File: src/rtl/sdcm_pkg.sv
package sdcm_pkg;

    typedef enum logic [3:0] {
        CMD_INHIBIT,
        CMD_NOP,
        CMD_ACT,
        CMD_READ,
        CMD_WRITE,
        CMD_PRE,
        CMD_MODE,
        CMD_REFRESH,
        CMD_BSTOP
    } cmd_e;

    typedef enum logic [2:0] {
        ERR_NONE        = 3'd0,
        ERR_ACT_OPEN    = 3'd1,
        ERR_ACCESS_IDLE = 3'd2,
        ERR_MODE_BUSY   = 3'd3,
        ERR_MRD_LOCK    = 3'd4
    } err_e;

    typedef struct packed {
        logic cs_n;
        logic ras_n;
        logic cas_n;
        logic we_n;
    } pins_t;

    function automatic cmd_e decode_cmd(pins_t p);
        cmd_e c;
        if (p.cs_n) begin
            c = CMD_INHIBIT;
        end else begin
            case ({p.ras_n, p.cas_n, p.we_n})
                3'b111:  c = CMD_NOP;
                3'b011:  c = CMD_ACT;
                3'b101:  c = CMD_READ;
                3'b100:  c = CMD_WRITE;
                3'b010:  c = CMD_PRE;
                3'b000:  c = CMD_MODE;
                3'b001:  c = CMD_REFRESH;
                default: c = CMD_BSTOP;
            endcase
        end
        return c;
    endfunction

    function automatic logic is_exec(cmd_e c);
        return !(c == CMD_INHIBIT || c == CMD_NOP);
    endfunction

    function automatic logic is_access(cmd_e c);
        return (c == CMD_READ) || (c == CMD_WRITE);
    endfunction

endpackage

File: src/rtl/sdcm_bank.sv
module sdcm_bank #(
    parameter int CLOSE_CYC = 3
) (
    input  logic clk,
    input  logic rst,
    input  logic act_hit,
    input  logic ap_hit,
    input  logic pre_hit,
    output logic open_q
);
    localparam int CW = $clog2(CLOSE_CYC + 1);

    logic [CW-1:0] cnt_q;

    always_ff @(posedge clk) begin
        if (rst) begin
            open_q <= 1'b0;
            cnt_q  <= '0;
        end else if (pre_hit) begin
            open_q <= 1'b0;
            cnt_q  <= '0;
        end else if (act_hit) begin
            open_q <= 1'b1;
            cnt_q  <= '0;
        end else if (ap_hit) begin
            cnt_q  <= CW'(CLOSE_CYC);
        end else if (cnt_q != '0) begin
            cnt_q <= cnt_q - 1'b1;
            if (cnt_q == CW'(1)) open_q <= 1'b0;
        end
    end

    p_act_opens_r3: assert property (@(posedge clk) disable iff (rst)
        act_hit && !pre_hit |=> open_q);

    p_pre_closes_r5: assert property (@(posedge clk) disable iff (rst)
        pre_hit |=> !open_q);

    p_ap_holds_r6: assert property (@(posedge clk) disable iff (rst)
        ap_hit && !pre_hit && !act_hit |=> open_q);

    p_ap_expires_r6: assert property (@(posedge clk) disable iff (rst)
        (cnt_q == CW'(1)) && !act_hit && !ap_hit && !pre_hit |=> !open_q);

endmodule

File: src/rtl/sdcm_mrd_timer.sv
module sdcm_mrd_timer #(
    parameter int T_MRD = 2
) (
    input  logic clk,
    input  logic rst,
    input  logic mode_hit,
    output logic locked
);
    localparam int CW   = $clog2(T_MRD + 1);
    localparam int LOAD = T_MRD - 1;

    logic [CW-1:0] cnt_q;

    always_ff @(posedge clk) begin
        if (rst)                cnt_q <= '0;
        else if (mode_hit)      cnt_q <= CW'(LOAD);
        else if (cnt_q != '0)   cnt_q <= cnt_q - 1'b1;
    end

    assign locked = (cnt_q != '0);

    p_lock_after_mode_r8: assert property (@(posedge clk) disable iff (rst)
        mode_hit && (T_MRD > 1) |=> locked);

endmodule

File: src/rtl/sdcm_err_latch.sv
module sdcm_err_latch
    import sdcm_pkg::*;
#(
    parameter int BA_W = 2
) (
    input  logic            clk,
    input  logic            rst,
    input  logic            clr,
    input  err_e            viol_code,
    input  logic [BA_W-1:0] viol_bank,
    output logic            pulse,
    output logic            sticky,
    output err_e            code,
    output logic [BA_W-1:0] bank
);
    logic viol;
    assign viol = (viol_code != ERR_NONE);

    always_ff @(posedge clk) begin
        if (rst) begin
            pulse  <= 1'b0;
            sticky <= 1'b0;
            code   <= ERR_NONE;
            bank   <= '0;
        end else begin
            pulse <= viol;
            if (viol && (!sticky || clr)) begin
                sticky <= 1'b1;
                code   <= viol_code;
                bank   <= viol_bank;
            end else if (clr) begin
                sticky <= 1'b0;
                code   <= ERR_NONE;
                bank   <= '0;
            end
        end
    end

    p_hold_first_r9: assert property (@(posedge clk) disable iff (rst)
        sticky && !clr |=> sticky && $stable(code) && $stable(bank));

    p_code_valid_r9: assert property (@(posedge clk) disable iff (rst)
        sticky |-> code != ERR_NONE);

    p_clear_r10: assert property (@(posedge clk) disable iff (rst)
        clr && !viol |=> !sticky && code == ERR_NONE);

endmodule

File: src/rtl/sdram_cmd_monitor.sv
module sdram_cmd_monitor
    import sdcm_pkg::*;
#(
    parameter int NUM_BANKS = 4,
    parameter int BURST_LEN = 1,
    parameter int T_RP      = 2,
    parameter int T_MRD     = 2
) (
    input  logic                         clk,
    input  logic                         rst,
    input  logic                         cs_n,
    input  logic                         ras_n,
    input  logic                         cas_n,
    input  logic                         we_n,
    input  logic [$clog2(NUM_BANKS)-1:0] ba,
    input  logic                         ap_all,
    input  logic                         err_clr,
    output logic                         err_pulse,
    output logic                         err_sticky,
    output logic [2:0]                   err_code,
    output logic [$clog2(NUM_BANKS)-1:0] err_bank,
    output logic [NUM_BANKS-1:0]         bank_open
);
    localparam int BA_W      = $clog2(NUM_BANKS);
    localparam int CLOSE_CYC = BURST_LEN + T_RP;

    cmd_e  cmd;
    pins_t pins;
    logic  locked;
    logic  sel_open;
    err_e  viol_code;
    err_e  code_q;

    assign pins     = '{cs_n: cs_n, ras_n: ras_n, cas_n: cas_n, we_n: we_n};
    assign cmd      = decode_cmd(pins);
    assign sel_open = bank_open[ba];

    always_comb begin
        viol_code = ERR_NONE;
        if (locked && is_exec(cmd)) begin
            viol_code = ERR_MRD_LOCK;
        end else begin
            case (cmd)
                CMD_ACT:   if (sel_open)    viol_code = ERR_ACT_OPEN;
                CMD_READ,
                CMD_WRITE: if (!sel_open)   viol_code = ERR_ACCESS_IDLE;
                CMD_MODE:  if (|bank_open)  viol_code = ERR_MODE_BUSY;
                default:   viol_code = ERR_NONE;
            endcase
        end
    end

    for (genvar i = 0; i < NUM_BANKS; i++) begin : g_bank
        logic hit;
        assign hit = (ba == BA_W'(i));
        sdcm_bank #(.CLOSE_CYC(CLOSE_CYC)) u_bank (
            .clk     (clk),
            .rst     (rst),
            .act_hit (cmd == CMD_ACT && hit),
            .ap_hit  (is_access(cmd) && hit && ap_all && bank_open[i]),
            .pre_hit (cmd == CMD_PRE && (hit || ap_all)),
            .open_q  (bank_open[i])
        );
    end

    sdcm_mrd_timer #(.T_MRD(T_MRD)) u_mrd (
        .clk      (clk),
        .rst      (rst),
        .mode_hit (cmd == CMD_MODE),
        .locked   (locked)
    );

    sdcm_err_latch #(.BA_W(BA_W)) u_err (
        .clk       (clk),
        .rst       (rst),
        .clr       (err_clr),
        .viol_code (viol_code),
        .viol_bank (ba),
        .pulse     (err_pulse),
        .sticky    (err_sticky),
        .code      (code_q),
        .bank      (err_bank)
    );

    assign err_code = code_q;

    p_inhibit_quiet_r2: assert property (@(posedge clk) disable iff (rst)
        cs_n |=> !err_pulse);

    p_act_twice_r3: assert property (@(posedge clk) disable iff (rst)
        !cs_n && {ras_n, cas_n, we_n} == 3'b011 && bank_open[ba] |=> err_pulse);

    p_access_idle_r4: assert property (@(posedge clk) disable iff (rst)
        !cs_n && ras_n && !cas_n && !bank_open[ba] |=> err_pulse);

    p_mode_busy_r7: assert property (@(posedge clk) disable iff (rst)
        !cs_n && {ras_n, cas_n, we_n} == 3'b000 && (|bank_open) |=> err_pulse);

    p_lock_flag_r8: assert property (@(posedge clk) disable iff (rst)
        locked && !cs_n && !(ras_n && cas_n && we_n) |=> err_pulse);

endmodule

File: config.mk
export PLATFORM = sky130hd
export DESIGN_NAME = sdram_cmd_monitor
export DESIGN_NICKNAME = d
export VERILOG_FILES = /design/src/rtl/sdcm_pkg.sv /design/src/rtl/sdcm_bank.sv /design/src/rtl/sdcm_mrd_timer.sv /design/src/rtl/sdcm_err_latch.sv /design/src/rtl/sdram_cmd_monitor.sv
export SDC_FILE = /design/constraint.sdc
export NUM_CORES = 1
export LEC_CHECK = 0
export BUFFER_PORTS_ARGS = -buffer_cell sky130_fd_sc_hd__buf_2
export CAP_MARGIN = 10
export CORE_MARGIN = 2
export CORE_UTILIZATION = 40
export CTS_CLUSTER_SIZE = 16
export DETAILED_ROUTE_END_ITERATION = 10
export GPL_TIMING_DRIVEN = 0
export PLACE_DENSITY = 0.65
export RECOVER_POWER = 100
export SLEW_MARGIN = 20
export SYNTH_ARGS = -nofsm -noshare
export SYNTH_HDL_FRONTEND = slang
export SYNTH_SLANG_ARGS = --single-unit
File: constraint.sdc
create_clock -name clk -period 1.75 [get_ports clk]
set_input_delay 0.2625 -clock clk [delete_from_list [all_inputs] [get_ports clk]]
set_output_delay 0.2625 -clock clk [all_outputs]
set_load 0.05 [all_outputs]
Word level (Yosys, flattened, before mapping)
Index checks and enable logic that the tools add are counted.

storage, ports and cells
  flip-flop bits (word level) = 21
  input bits = 10
  output and inout port bits = 11
  word-level logic and storage cells = 153

cells by class
  $add $sub $neg = 5
  $lt $le $gt $ge = 1
  eq/ne operators = 23
  mux-type cells = 41
  reduce and logical (&&, ||, !) cells = 69

operator list
  kind                   count
  $reduce_bool A2 Y1     19
  $pmux W4 S7            1
  $mux W2                12
  $logic_and A1 B1 Y1    22
  $mux W1                22
  $eq A4 B3 Y1 const B   3
  $reduce_and A3 Y1      4
  $reduce_or A2 Y1       6
  $reduce_or A3 Y1       4
  $eq A2 B1 Y1 const B   5
  $sub A2 B1 Y2 const B  5
  $eq A3 B3 Y1 const B   3
  $mux W3                3
  $pmux W3 S3            1
  $eq A4 B2 Y1 const B   2
  $ne A2 B1 Y1 const B   4
  $logic_or A1 B1 Y1     7
  $eq A3 B2 Y1 const B   2
  $eq A2 B2 Y1 const B   2
  $eq A4 B1 Y1 const B   1
  $logic_not A4 Y1       1
  $mux W4                1
  $reduce_or A4 Y1       1
  $eq A3 B1 Y1 const B   1
  other kinds (6)        7

Depth between registers and ports, before layout
  word-level depth = 11
  mapped depth = 6
  depth with buffers taken out = 6

By module
A second synthesis with hierarchy kept.

unflattened totals
  cells, all modules = 136
  area, all modules = 1256.2 um2

by module, submodules not included
  module             instances  cells an instance  area an instance (um2)  seq. area each (um2)
  sdcm_bank          4          15                 150.1                   60.1
  sdcm_err_latch     1          29                 296.5                   140.1
  sdram_cmd_monitor  1          36                 236.5                   0.0
  sdcm_mrd_timer     1          11                 122.6                   40.0

Worst setup path after synthesis
Ideal clock, no wire load.

  path kind = register to register
  start point = register g_bank[3].u_bank.open_q
  end point = register u_err.code[1]
  setup time = 0.075 ns
  data arrival time = 1.598 ns
  required time = 1.675 ns
  slack = 0.077 ns
  cell stages (with the launch flop) = 6
  buffers on the path = 0
  period minus slack after synthesis = 1.673 ns
  cells stage by stage = dfxtp_1 -> mux4_2 -> and3_4 -> nor4_4 -> nor2_1 -> o22ai_1

on the way
  cells in the longest elaborated chain, start to end = 8
  elaborated cells on any way between the ends = 12
  classes of those cells = mux: 8; reduce/logical: 4

ends and longest elaborated chain
  element                                        line                                              source
  from (decl)                                    sdcm_bank.sv:9                                    output logic open_q
  from (signal assigned)                         sdcm_bank.sv:17                                   open_q <= 1'b0;
  from (signal assigned)                         sdcm_bank.sv:20                                   open_q <= 1'b0;
  from (signal assigned)                         sdcm_bank.sv:23                                   open_q <= 1'b1;
  $bmux W1 S2                                    sdram_cmd_monitor.sv:36                           assign sel_open = bank_open[ba];
  $mux W1 (implied by the code)                  sdram_cmd_monitor.sv:36
  $mux W1 or $mux W2 (tied branches)             sdram_cmd_monitor.sv:44, sdram_cmd_monitor.sv:46
  $pmux W3 S3 (*)                                sdram_cmd_monitor.sv:43                           case (cmd)
  $mux W3 (*)                                    sdram_cmd_monitor.sv:40                           if (locked && is_exec(cmd)) begin
  $reduce_bool A3 Y1                             sdcm_err_latch.sv:17                              assign viol = (viol_code != ERR_NONE);
  $logic_and A1 B1 Y1                            sdcm_err_latch.sv:27                              if (viol && (!sticky || clr)) begin
  $mux W3 or $reduce_bool A2 Y1 (tied branches)  --
  to (signal assigned)                           sdcm_err_latch.sv:29                              code <= viol_code;
  to (decl)                                      sdcm_err_latch.sv:13                              output err_e code,

Every way passes the cells marked *; elsewhere a longest branch is shown, timed or not. The select of a mux whose other input is x is not followed.
A chain may end at the register's enable or synchronous reset.

Worst setup path in the final report
  start point = register g_bank[0].u_bank.open_q
  end point = register u_err.code[2]

on the way
  cells in the longest elaborated chain, start to end = 8
  elaborated cells on any way between the ends = 12
  classes of those cells = mux: 8; reduce/logical: 4

ends and longest elaborated chain
  element                                        line
  from (decl)                                    sdcm_bank.sv:9
  from (signal assigned)                         sdcm_bank.sv:17
  from (signal assigned)                         sdcm_bank.sv:20
  from (signal assigned)                         sdcm_bank.sv:23
  $bmux W1 S2                                    sdram_cmd_monitor.sv:36
  $mux W1 (implied by the code)                  sdram_cmd_monitor.sv:36
  $mux W1 or $mux W2 (tied branches)             sdram_cmd_monitor.sv:44, sdram_cmd_monitor.sv:46
  $pmux W3 S3 (*)                                sdram_cmd_monitor.sv:43
  $mux W3 (*)                                    sdram_cmd_monitor.sv:40
  $reduce_bool A3 Y1 (*)                         sdcm_err_latch.sv:17
  $logic_and A1 B1 Y1 (*)                        sdcm_err_latch.sv:27
  $mux W3 or $reduce_bool A2 Y1 (tied branches)  --

Marked as above.

==> run metrics <==
outcome finished with violations; failing checks setup timing; r2r worst-path depth 6; Fin Clk Skew ~0.0066 ns; GRT Total Usage approximately 17%; most frequent cell on the critical path nor3_2; dpl hpwl between 2000 and 2500 um; H-tree levels 1; # fillers ~310; Leak between 0.5 and 0.6 nW; wire per inst roughly 12 um; HP Class in2reg; initial antenna violation count 0; minimum clock period about 1.8 ns; nets between 200 and 250; clock sink count 21; Setup CP Type reg2reg; Crit-path slowest cell mux4_2; Synth Area in XOR/XNOR 4.01%; hold path start err_clr; # DRC 0; total gr overflow 0; CTS tree built; die width about 60 um; share of layout cells above drive strength 1 between 20% and 30%; FF-to-FF End u_err.code[2]; FF-to-FF Start g_bank[0].u_bank.open_q; fraction of synthesized area in multiplexers a little over 5%; largest family of logic cells by synthesized area simple AND/OR/NAND/NOR gates; Reg area 429 um2; Starting Density ~43%; via count approximately 1200; vias per std cell 5.03; Worst setup EP type register; commonest cells after routing, fill and taps aside dfxtp_1 (18), a21oi_1 (17), inv_1 (16), nor2_1 (16), clkbuf_1 (14); Pre-antenna DRT Iters 4; post-synthesis register bit count 21; CP required a little under 2 ns; I/O Buffers 19; FF-to-FF setup slack -0.009 ns; placer congestion estimate ~0.84; hold path cells 4; clk_lat worst skew around 0.33 ns; clock root cell clkbuf_4; endpoints failing hold 0; Mapped Area ~0.0013 mm2; CP Launch Type register; maximum buffer depth of the clock tree 2; Synth cell types 31; adder-cell share of the synthesized area under 10%; Worst Hold Path EP u_err.code[0]; commonest non-fill, non-tap cell in the layout dfxtp_1; number of global-route vias before repair around 1000; Mapped Nets 179; dpl ws -0.128 ns; largest net degree at the start of global routing 14; Slew Limit Fails 0; CP Data Arrival Time approximately 2 ns; RSZ-0062 raised after global routing yes; Syn Area/Cell slightly above 8 um2; period utilisation layout 101%; final wirelength about 2800 um; cts bufs inserted 3; area taken by multi-input logic gates approximately 830 um2; maximum vdd drop about 0.52 mV; PnR worst setup slack -0.00887 ns; Antenna diodes 0; Ys Warns 0; Seq/Total Area, Yosys between 30% and 40%; Core ar. approximately 0.003 mm2; Cells after Synth 160; hold slack about 0.26 ns; crit-path max FO 3; Layout area overhead 18.9%; slowest stage delay, CP 0.51 ns; I/O pin count 21; die extent in y 61.2 um; MaxCap Viol Count 0; Site Rows 20; Iter 0 DRT Violations 15; Die ar. 0.00375 mm2; Pwr Density 1130 mW/mm2; # hold bufs at CTS 0; cell chain of the critical path mux4_2 > nor4b_4 > buf_4 > nor3_2 > nor3_2 > nor3_1; Tightest Pin Transition between 0.5 and 0.6 ns; endpoints failing setup 1; Synth Area in Simple Gates between 20% and 30%; Routed Antenna Nets 0; Fmax achieved between 500 and 600 MHz; relative slew slack ~61%; Clk pin slew, worst setup/hold paths approximately 0.13 ns; first-pass GRT wire length around 4600 um; compound-cell area share of the yosys netlist 17.3%
## metrics by stage
stage | cells | power (W) | cell area (um2) | utilization (%) | TNS [ns]
2_1_floorplan | 160 | 0.00131 | 1310 | - | 0
3_3_place_gp | 223 | 0.00141 | 1460 | 47.4 | -0.404
3_5_place_dp | 223 | 0.00148 | 1460 | 47.4 | -0.450
4_1_cts | 231 | 0.00178 | 1550 | 50.5 | -0.124
5_1_grt | 231 | 0.00191 | 1560 | 50.6 | -0.378
6_report | 231 | 0.00177 | 1560 | 50.6 | -0.00887
## cell families after synthesis
family                     Yosys count
buffers and inverters               24
muxes                                5
AOI/OAI and AO/OA                   39
DFF                                 21
and+or+nand+nor                     56
adders and majority gates            9
xor gates and xnor gates             6
## power breakdown
part	total [W]	switching (W)	internal, W
clock network	0.000262	0.000174	0.0000878
logic	0.000840	0.000463	0.000377
registers	0.000666	0.0000714	0.000594
total	0.00177	0.000708	0.00106
## critical path, delay by kind of cell (launching register included)
kind	cells	cell delay (ns)
AND/OR/NAND/NOR	4	0.58
buffers and inverters	1	0.18
flip-flops	1	0.37
multiplexers	1	0.51
## routing by layer
metal  share of wire [%]  up-vias  wire length [um]  global-route usage (%)
met5                   0        -                 0                       0
met4                 2.1        0                59                    8.39
met3                 3.1        5                88                    3.15
met2                  47       16              1310                    26.9
met1                  48      540              1350                    21.4
li1                    -      600                 -                       -
## worst max-delay path by stage
stage	slack [ns]	depth (start not counted)	endpoint	startpoint
final	-0.009	6	u_err.code[2]	g_bank[0].u_bank.open_q
after global routing	-0.1	5	u_err.bank[1]	g_bank[0].u_bank.open_q
after CTS	-0.04	5	u_err.bank[1]	g_bank[0].u_bank.open_q
after detailed placement	-0.13	6	u_err.bank[1]	ba[0]
after global placement	-0.12	6	u_err.bank[1]	ba[0]
after floorplan	0.08	5	u_err.code[1]	g_bank[3].u_bank.open_q
## synthesized netlist by cell type
cell / n / area share, %
nand2_1: 12 / 3.4
or4_1: 1 / 0.57
clkbuf_1: 4 / 1.1
nor3_1: 5 / 1.9
xnor2_1: 1 / 0.67
a21oi_1: 17 / 6.5
a311oi_1: 1 / 0.67
nand3b_1: 1 / 0.57
nand4bb_1: 1 / 0.86
buf_4: 4 / 2.3
xor2_1: 5 / 3.3
nor3b_1: 1 / 0.57
o21bai_1: 1 / 0.57
o22ai_1: 2 / 0.95
nor4b_4: 1 / 1.8
or3b_2: 3 / 2.0
nor4_4: 1 / 1.6
ha_1: 9 / 8.6
and3_4: 1 / 0.86
inv_1: 16 / 4.6
o21ai_0: 12 / 4.6
o32ai_1: 2 / 1.3
nor2b_1: 3 / 1.4
nor4_1: 1 / 0.48
mux2_2: 4 / 3.4
mux4_2: 1 / 1.7
dfxtp_1: 21 / 32
nor2_2: 1 / 0.48
nor2_1: 17 / 4.9
nand2b_1: 7 / 3.3
o31a_1: 4 / 2.7
## registers in the layout, indices dropped and copies added (netlist names)
register	count
u_err.pulse	1
g_bank.u_bank.cnt_q	8
u_err.code	3
u_err.bank	2
u_err.sticky	1
g_bank.u_bank.open_q	4
u_mrd.cnt_q	2
## cell type report
class,count,share of cell area (%)
clock buffers,3,1.45
clock inverters,1,0.482
well taps,44,3.53
inverters,16,3.86
flip-flops and latches,21,27.6
multi-input cells,115,53.0
plain buffers,8,2.89
repair buffers,23,7.23
## what timing repair did
item / 4_1_cts / 5_1_grt
pin swaps: 2 / 3
gates resized for setup: 9 / 3
setup endpoints to repair: 4 / 6
setup buffers: 4 / 0
Power figures use the tool's default switching activity.
